**src/rtl/nrf_pkg.sv**
```systemverilog
package nrf_pkg;

  localparam int REG_IDX_W = 3;
  localparam int REGS_PER_BANK = 1 << REG_IDX_W;

  typedef enum logic [REG_IDX_W-1:0] {
    REG_B = 3'd0,
    REG_C = 3'd1,
    REG_D = 3'd2,
    REG_E = 3'd3,
    REG_H = 3'd4,
    REG_L = 3'd5,
    REG_X = 3'd6,
    REG_A = 3'd7
  } reg_code_e;

  // Single register: the second letter of each pair sits at the even slot.
  function automatic logic [REG_IDX_W-1:0] single_offset(logic [REG_IDX_W-1:0] code);
    return code ^ 3'b001;
  endfunction

  // Pair: even-aligned slot of the low nibble.
  function automatic logic [REG_IDX_W-1:0] pair_offset(logic [REG_IDX_W-1:0] code);
    return {code[REG_IDX_W-1:1], 1'b0};
  endfunction

endpackage

```
**src/rtl/nrf_bank_ctl.sv**
```systemverilog
module nrf_bank_ctl #(
  parameter int BANK_W = 2
) (
  input  logic              clk,
  input  logic              rst,
  input  logic              load,
  input  logic [BANK_W-1:0] sel_in,
  input  logic              en_in,
  output logic [BANK_W-1:0] act_bank
);

  logic [BANK_W-1:0] sel_q;
  logic              en_q;

  always_ff @(posedge clk) begin
    if (rst) begin
      sel_q <= '0;
      en_q  <= 1'b0;
    end else if (load) begin
      sel_q <= sel_in;
      en_q  <= en_in;
    end
  end

  assign act_bank = sel_q & {BANK_W{en_q}};

endmodule

```
**src/rtl/nrf_port_map.sv**
```systemverilog
module nrf_port_map #(
  parameter int BANK_W = 2,
  parameter int ADDR_W = BANK_W + nrf_pkg::REG_IDX_W
) (
  input  logic [BANK_W-1:0]             act_bank,
  input  logic                          wide,
  input  logic                          alt,
  input  logic [nrf_pkg::REG_IDX_W-1:0] idx,
  output logic [BANK_W-1:0]             tgt_bank,
  output logic [ADDR_W-1:0]             addr_lo,
  output logic [ADDR_W-1:0]             addr_hi
);

  import nrf_pkg::*;

  logic [REG_IDX_W-1:0] off_lo;

  always_comb begin
    tgt_bank = act_bank;
    if (wide && alt) tgt_bank = act_bank ^ BANK_W'(1);
    off_lo = wide ? pair_offset(idx) : single_offset(idx);
  end

  assign addr_lo = {tgt_bank, off_lo};
  assign addr_hi = {tgt_bank, off_lo | REG_IDX_W'(1)};

endmodule

```
**src/rtl/nrf_store.sv**
```systemverilog
module nrf_store #(
  parameter int DEPTH  = 32,
  parameter int ADDR_W = 5,
  parameter int NIB_W  = 4
) (
  input  logic               clk,
  input  logic               rp_we,
  input  logic               rp_wide,
  input  logic [ADDR_W-1:0]  rp_addr_lo,
  input  logic [ADDR_W-1:0]  rp_addr_hi,
  input  logic [2*NIB_W-1:0] rp_wdata,
  input  logic               mp_we,
  input  logic [ADDR_W-1:0]  mp_addr,
  input  logic [NIB_W-1:0]   mp_wdata,
  output logic [NIB_W-1:0]   rp_rd_lo,
  output logic [NIB_W-1:0]   rp_rd_hi,
  output logic [NIB_W-1:0]   mp_rdata,
  output logic [DEPTH-1:0]   rp_mask,
  output logic [DEPTH-1:0]   mp_mask,
  output logic [DEPTH-1:0]   hi_sel
);

  logic [NIB_W-1:0] mem [DEPTH];

  for (genvar i = 0; i < DEPTH; i++) begin : g_dec
    logic hit_lo, hit_hi;
    assign hit_lo     = (rp_addr_lo == ADDR_W'(i));
    assign hit_hi     = rp_wide && (rp_addr_hi == ADDR_W'(i));
    assign hi_sel[i]  = hit_hi;
    assign rp_mask[i] = rp_we && (hit_lo || hit_hi);
    assign mp_mask[i] = mp_we && (mp_addr == ADDR_W'(i)) && !rp_mask[i];
  end

  always_ff @(posedge clk) begin
    for (int i = 0; i < DEPTH; i++) begin
      if (rp_mask[i])
        mem[i] <= hi_sel[i] ? rp_wdata[2*NIB_W-1:NIB_W] : rp_wdata[NIB_W-1:0];
      else if (mp_mask[i])
        mem[i] <= mp_wdata;
    end
  end

  assign rp_rd_lo = mem[rp_addr_lo];
  assign rp_rd_hi = mem[rp_addr_hi];
  assign mp_rdata = mem[mp_addr];

endmodule

```
**src/rtl/nib_regfile.sv**
```systemverilog
module nib_regfile #(
  parameter int NUM_BANKS = 4,
  parameter int NIB_W     = 4,
  parameter int BANK_W    = $clog2(NUM_BANKS),
  parameter int ADDR_W    = BANK_W + nrf_pkg::REG_IDX_W
) (
  input  logic                          clk,
  input  logic                          rst,
  input  logic                          bank_wr,
  input  logic [BANK_W-1:0]             bank_sel_in,
  input  logic                          bank_en_in,
  output logic [BANK_W-1:0]             cur_bank,
  input  logic                          rp_we,
  input  logic                          rp_wide,
  input  logic                          rp_alt,
  input  logic [nrf_pkg::REG_IDX_W-1:0] rp_idx,
  input  logic [2*NIB_W-1:0]            rp_wdata,
  output logic [2*NIB_W-1:0]            rp_rdata,
  input  logic                          mp_we,
  input  logic [ADDR_W-1:0]             mp_addr,
  input  logic [NIB_W-1:0]              mp_wdata,
  output logic [NIB_W-1:0]              mp_rdata
);

  localparam int DEPTH = NUM_BANKS * nrf_pkg::REGS_PER_BANK;

  logic [BANK_W-1:0] tgt_bank;
  logic [ADDR_W-1:0] rp_addr_lo, rp_addr_hi;
  logic [NIB_W-1:0]  rp_rd_lo, rp_rd_hi;
  logic [DEPTH-1:0]  rp_mask, mp_mask, hi_sel;

  nrf_bank_ctl #(.BANK_W(BANK_W)) u_bank (
    .clk      (clk),
    .rst      (rst),
    .load     (bank_wr),
    .sel_in   (bank_sel_in),
    .en_in    (bank_en_in),
    .act_bank (cur_bank)
  );

  nrf_port_map #(.BANK_W(BANK_W), .ADDR_W(ADDR_W)) u_map (
    .act_bank (cur_bank),
    .wide     (rp_wide),
    .alt      (rp_alt),
    .idx      (rp_idx),
    .tgt_bank (tgt_bank),
    .addr_lo  (rp_addr_lo),
    .addr_hi  (rp_addr_hi)
  );

  nrf_store #(.DEPTH(DEPTH), .ADDR_W(ADDR_W), .NIB_W(NIB_W)) u_store (
    .clk        (clk),
    .rp_we      (rp_we),
    .rp_wide    (rp_wide),
    .rp_addr_lo (rp_addr_lo),
    .rp_addr_hi (rp_addr_hi),
    .rp_wdata   (rp_wdata),
    .mp_we      (mp_we),
    .mp_addr    (mp_addr),
    .mp_wdata   (mp_wdata),
    .rp_rd_lo   (rp_rd_lo),
    .rp_rd_hi   (rp_rd_hi),
    .mp_rdata   (mp_rdata),
    .rp_mask    (rp_mask),
    .mp_mask    (mp_mask),
    .hi_sel     (hi_sel)
  );

  assign rp_rdata = rp_wide ? {rp_rd_hi, rp_rd_lo} : {{NIB_W{1'b0}}, rp_rd_lo};

endmodule

```
**config.mk**
```make
export PLATFORM = sky130hd
export DESIGN_NAME = nib_regfile
export DESIGN_NICKNAME = d
export VERILOG_FILES = /design/src/rtl/nrf_pkg.sv /design/src/rtl/nrf_bank_ctl.sv /design/src/rtl/nrf_port_map.sv /design/src/rtl/nrf_store.sv /design/src/rtl/nib_regfile.sv
export SDC_FILE = /design/constraint.sdc
export NUM_CORES = 1
export LEC_CHECK = 0
export ABC_AREA = 1
export BUFFER_PORTS_ARGS = -buffer_cell sky130_fd_sc_hd__buf_2
export CAP_MARGIN = 10
export CORE_UTILIZATION = 38
export DETAILED_ROUTE_END_ITERATION = 12
export SYNTH_ARGS = -nofsm -noshare
export SYNTH_HDL_FRONTEND = slang
export SYNTH_SLANG_ARGS = --single-unit
```
**constraint.sdc**
```tcl
create_clock -name clk -period 2 [get_ports clk]
set_input_delay 0.2 -clock clk [delete_from_list [all_inputs] [get_ports clk]]
set_output_delay 0.2 -clock clk [all_outputs]
set_load 0.01 [all_outputs]
```
==> flow_metrics.py, run 1 <==
metrics = {
    "cells_and_area": {
        "drive_gt1_share_pct": 19.16,
        "final_area_um2": 12360,
        "antenna_cells": 0,
        "finalNetCount": 1677,
        "area_growth_pct": 24.87,
        "fill_cells": 2570,
    },
    "yosys": {
        "synth_top_area_share_pct": 38.84,
        "yosysUniqueCellTypes": 24,
        "seq_area_frac_synth_pct": 39.45,
        "synthCells": 1534,
        "syn_nets": 1564,
        "syn_avg_cell_area_um2": 6.451,
        "synth_area_leaders": "edfxtp_1 39%, nand2_1 31%, o21ai_0 11%",
        "synth_warnings": 0,
        "synth_seq_cells": 131,
        "yosysTopAreaCell": "edfxtp_1",
        "netlist_area_um2": 9896,
    },
    "sta": {
        "slew_headroom_pct": 52.07,
        "rsz0062_at_grt": "yes",
        "finalSetupViolCount": 61,
        "maxSlewViolCount": 0,
        "max_freq_mhz": 461.4,
        "finalHoldViolations": 0,
        "setup_ws_ps": -167.5,
        "min_period_ps": 2167,
        "tightestPinTransition_ps": 718.9,
        "post-route-period-util_pct": 108.4,
        "finClkSkew_ps": 6.784,
    },
    "setup_path": {
        "cp_slowest_stage_delay_ps": 340,
        "path_cells": "buf_6, nand2_8, clkinvlp_4, nor2_4, buf_6, nand2_2, nand2_1, nor2_1, nor2_1, buf_2",
        "rrSetupSlack_ps": -50,
        "end_kind": "output port",
        "cp-startpoint": "u_bank.en_q",
        "start_kind": "flip-flop",
        "reg2reg_from": "u_bank.en_q",
        "cp_max_fo": 4,
        "slowest_stage": "dfxtp_2",
        "critPathKind": "reg2out",
        "crit_required_ps": 1800,
        "arrival_ps": 1970,
    },
    "hold_path": {
        "hold_path_class": "in2reg",
        "hp-start": "bank_sel_in[1]",
    },
    "route": {
        "vias": 11210,
        "wire_per_inst_um": 21.53,
        "drt-total-wl_mm": 42.85,
        "drt_iter0_markers": 1427,
        "first_pass_iters": 5,
        "ant_nets": 0,
        "drt-vias-per-instance": 5.631,
        "drc": 0,
    },
    "floorplanning": {
        "die_h_um": 163.4,
        "rows": 58,
        "coreArea_um2": 25330,
        "die_w_um": 163.4,
        "die-area_um2": 26690,
        "boundaryPins": 44,
        "initial_utilization_pct": 39.07,
    },
    "clock_tree": {
        "cts_tree": "done",
        "clkLatencyLatePin_ps": 430,
        "clock_sinks": 131,
        "cts_buffers": 17,
        "clock-root-buffer": "clkbuf_16",
        "htreeDepth": 4,
        "cts.clk_slew.worst_paths_ps": 60,
        "cts_buffer_depth": 2,
    },
    "grt": {
        "track_usage_pct": 32.61,
        "grt_max_degree": 44,
        "grt_pass1_wl_mm": 62.33,
        "overflow": 0,
        "grt_pass1_vias": 10110,
        "antenna_found_initial": 0,
    },
    "placement": {
        "gp_congestion": 1.009,
        "io_buffers": 43,
        "pre_cts_slack_ps": -13.30,
        "placed_cell_area_um2": 11200,
        "hpwlAfterDp_mm": 30.83,
    },
    "pwr": {
        "p_leak_nw": 5.567,
        "irDropWorstVdd_v": 0.0003964,
        "p_per_area_nw_per_um2": 618.5,
    },
    "outcome": {
        "status": "complete, but fails checks",
        "violations": "setup timing",
    },
    "run": {
        "maxCapViolCount": 0,
    },
}
==> synthesized netlist by cell type (all sizes together) <==
cell type	count
nand2	824
o21ai	224
edfxtp	128
nor2	99
nand3	70
clkbuf	46
inv	39
nand4	34
buf	29
a22oi	23
nand3b	10
a21oi	5
dfxtp	3
==> cell type report <==
class	instances	area [um2]	area share [%]
clock buffer	18	429.2	3.473
clock inverter	14	127.6	1.033
timing repair buffer	169	1389	11.24
sequential	131	3906	31.61
tap	330	412.9	3.341
multi-input combinational	1289	5939	48.07
inverter	39	152.6	1.235
==> power by group <==
group	leakage, nW	total (mW)	switching (mW)	internal, mW
Sequential	1.18	3.13	0.0528	3.08
Combinational	4.12	1.46	0.964	0.494
Clock	0.263	3.06	1.34	1.72
==> sequential cells by signal (all words and copies together) (netlist names) <==
signal / cells
u_bank.sel_q: 2
u_store.mem: 128
u_bank.en_q: 1
==> worst max-delay path, delay by kind of cell, from the launching register on <==
kind,cells,cell delay [ps]
buffers and inverters,4,600
DFF,1,340
and+or+nand+nor,6,600
==> per-layer routing <==
layer	routed length (um)	GRT usage, %	vias up
met5	0	0	-
met4	1674	13.76	0
met3	4861	6.882	103
met2	18990	50.87	681
met1	17330	43.52	5108
li1	-	-	5313
==> cell families after synthesis <==
logic type	after synthesis	synth area share (%)
flops	131	39.45
simple gates	1037	42.48
buf+inv	114	4.742
compound gates	252	13.33
==> repair_timing <==
item,CTS,global route
hold buffers,1,0
pin swaps,18,36
setup buffers,17,4
resized for setup,39,111
hold endpoints to repair,3,0
endpoints found under the setup margin,14,138
==> per-stage QoR <==
stage	power [mW]	TNS (ps)	cells	hold WS (ps)	util, %
2_1_floorplan	3.906	0	1534	269.1	-
3_3_place_gp	4.508	-74.83	1938	391.1	44.22
3_5_place_dp	4.510	-41.34	1938	397.7	44.22
4_1_cts	7.570	-721.2	1986	14.76	47.40
5_1_grt	7.882	-6643	1990	28.71	48.79
6_report	7.642	-1810	1990	15.55	48.79
==> path summary, 6_finish.rpt <==
path / endpoint / depth (start not counted)
max: rp_rdata[5] / 10
min: u_bank.sel_q[1] / 3
max reg2reg: u_store.mem[13][2] / 13
min reg2reg: u_bank.sel_q[0] / 2
==> layout by cell type, fill, tap and decap left out, drive strengths merged <==
master	n
dfxtp	3
bufinv	1
nand3b	10
nand3	70
nand2	824
edfxtp	128
dlygate4sd3	1
nor2	99
a21oi	5
buf	168
nand4	34
a22oi	23
inv	42
clkinv	5
o21ai	224
clkbuf	18
clkinvlp	5
Note: power is estimated with default switching activity, not from simulation.
==> run 2: changes to the inputs <==
--- a/config.mk
+++ b/config.mk
@@ -10,6 +10,8 @@
 export CAP_MARGIN = 10
 export CORE_UTILIZATION = 38
 export DETAILED_ROUTE_END_ITERATION = 12
+export PLACE_DENSITY = 0.64
 export SYNTH_ARGS = -nofsm -noshare
 export SYNTH_HDL_FRONTEND = slang
+export SYNTH_HIERARCHICAL = 1
 export SYNTH_SLANG_ARGS = --single-unit
==> flow_metrics.py, run 2 <==
metrics = {
    "floorplanning": {
        "rows": 64,
        "initial_utilization_pct": 39.06,
        "die_w_um": 180.5,
        "die-area_um2": 32570,
        "die_h_um": 180.5,
        "boundaryPins": 44,
        "coreArea_um2": 30990,
    },
    "outcome": {
        "status": "complete, but fails checks",
        "violations": "setup timing",
    },
    "setup_path": {
        "cp-startpoint": "u_bank/sel_q[0]",
        "arrival_ps": 2180,
        "worstRegToRegCells": 18,
        "end_kind": "output port",
        "start_kind": "flip-flop",
        "cp_max_fo": 8,
        "critPathKind": "reg2out",
        "reg2reg_from": "u_bank/sel_q[0]",
        "crit_required_ps": 1800,
    },
    "placement": {
        "placed_cell_area_um2": 13580,
        "io_buffers": 43,
        "hpwlAfterDp_mm": 36.42,
        "gp_congestion": 1.033,
        "dpl.cell_count": 2546,
        "pre_cts_slack_ps": -148.2,
    },
    "sta": {
        "min_period_ps": 2385,
        "finalHoldViolations": 0,
        "maxSlewViolCount": 0,
        "hold_ws_ps": 47.19,
        "finalSetupViolCount": 96,
        "finClkSkew_ps": 9.346,
        "tightestPinTransition_ps": 761.3,
        "setup_ws_ps": -384.7,
        "rsz0062_at_grt": "yes",
        "max_freq_mhz": 419.3,
        "post-route-period-util_pct": 119.2,
        "slew_headroom_pct": 49.06,
    },
    "cells_and_area": {
        "largest_register_ffs": 128,
        "final_area_um2": 15450,
        "layout_common_cells": "1046 x nand2_1, 171 x o21ai_0, 142 x nor2_1",
        "final_cells": 2598,
        "final_common_cell": "nand2_1",
        "drive_gt1_share_pct": 21.63,
        "regMostFlops": "u_store/mem",
        "top_regs": "u_store/mem x128, u_bank/sel_q x2, u_bank/en_q x1",
        "area_growth_pct": 27.62,
        "finalNetCount": 2218,
    },
    "route": {
        "wire_per_inst_um": 20.69,
        "drt-total-wl_mm": 53.75,
        "drt-vias-per-instance": 5.607,
        "ant_nets": 0,
        "drc": 0,
        "vias": 14570,
        "drt_iter0_markers": 1719,
        "first_pass_iters": 5,
    },
    "pwr": {
        "irDropWorstVdd_v": 0.0005104,
        "p_leak_nw": 7.627,
        "p_per_area_nw_per_um2": 566.8,
    },
    "hold_path": {
        "holdPathStages": 5,
        "hold_path_class": "in2reg",
        "hp-start": "bank_sel_in[1]",
    },
    "clock_tree": {
        "cts_buffer_depth": 2,
        "cts.clk_slew.worst_paths_ps": 60,
        "clock_sinks": 131,
        "clkLatencyLatePin_ps": 440,
        "cts_buffers": 17,
        "cts_tree": "done",
        "htreeDepth": 4,
        "clock-root-buffer": "clkbuf_16",
    },
    "run": {
        "maxCapViolCount": 0,
    },
    "grt": {
        "grt_pass1_wl_mm": 80.45,
        "antenna_found_initial": 1,
        "grt_pass1_vias": 13070,
        "grt_max_degree": 71,
        "track_usage_pct": 32.98,
        "overflow": 0,
    },
    "yosys": {
        "syn_nets": 2138,
        "synthCells": 2108,
        "netlist_area_um2": 12110,
        "syn_avg_cell_area_um2": 5.743,
        "synth_warnings": 6,
    },
}
-- run 2: layout make-up --
cell class	count	area, um2
fillers	3105	15540
multi-input cells	1767	8275
flip-flops and latches	131	3906
repair buffers	181	1795
well taps	396	495.5
clock buffers	19	432.9
inverters	90	354.1
clock inverters	13	186.4
diodes	1	2.502
-- run 2: stage by stage --
stage | TNS [ps] | util (%) | power, mW
final | -10590 | 49.85 | 8.757
after global routing | -22250 | 49.84 | 9.033
after CTS | -3548 | 47.13 | 8.522
after detailed placement | -7398 | 43.82 | 5.030
after global placement | -4991 | 43.82 | 5.021
after floorplan | 0 | - | 4.237
-- run 2: final timing paths --
kind / slack, ps / to
setup / recovery: -380 / rp_rdata[5]
hold / removal: 50 / u_bank/sel_q[1]
setup reg to reg: -260 / u_store/mem[4][1]
hold reg to reg: 480 / u_bank/sel_q[1]
-- run 2: routing by layer --
layer  part of all wire, %  vias to the layer above  GRT usage [%]
met5                     0                        -              0
li1                      -                     6880              -
met1                    40                     6597          44.00
met3                    11                      161          7.175
met4                   4.6                        0          16.38
met2                    44                      930          50.31
-- run 2: critical path, stage by stage, from the launching register on --
cell,delay (ps)
dfxtp_2,340
nand2_2,50
inv_2,90
nand2_1,70
nand2_2,100
buf_12,130
clkinvlp_4,120
nand2_4,120
inv_4,70
nand2_1,90
nand3_2,90
nor2_2,130
nor2_1,50
nand2_1,100
inv_1,50
buf_2,130
-- run 2: where the power goes --
group	switching (mW)	leakage (nW)	total [mW]	internal (mW)
logic	1.47	6.14	2.21	0.747
clock network	1.34	0.301	3.43	2.09
registers	0.0379	1.18	3.12	3.08
total	2.84	7.63	8.76	5.92
-- run 2: timing repair --
item / 4_1_cts / 5_1_grt
endpoints found under the setup margin: 136 / 236
hold buffers: 1 / 0
setup buffers: 11 / 7
resized for setup: 113 / 260
hold endpoints to repair: 3 / 0
pin swaps: 27 / 76
cloned: 1 / 0
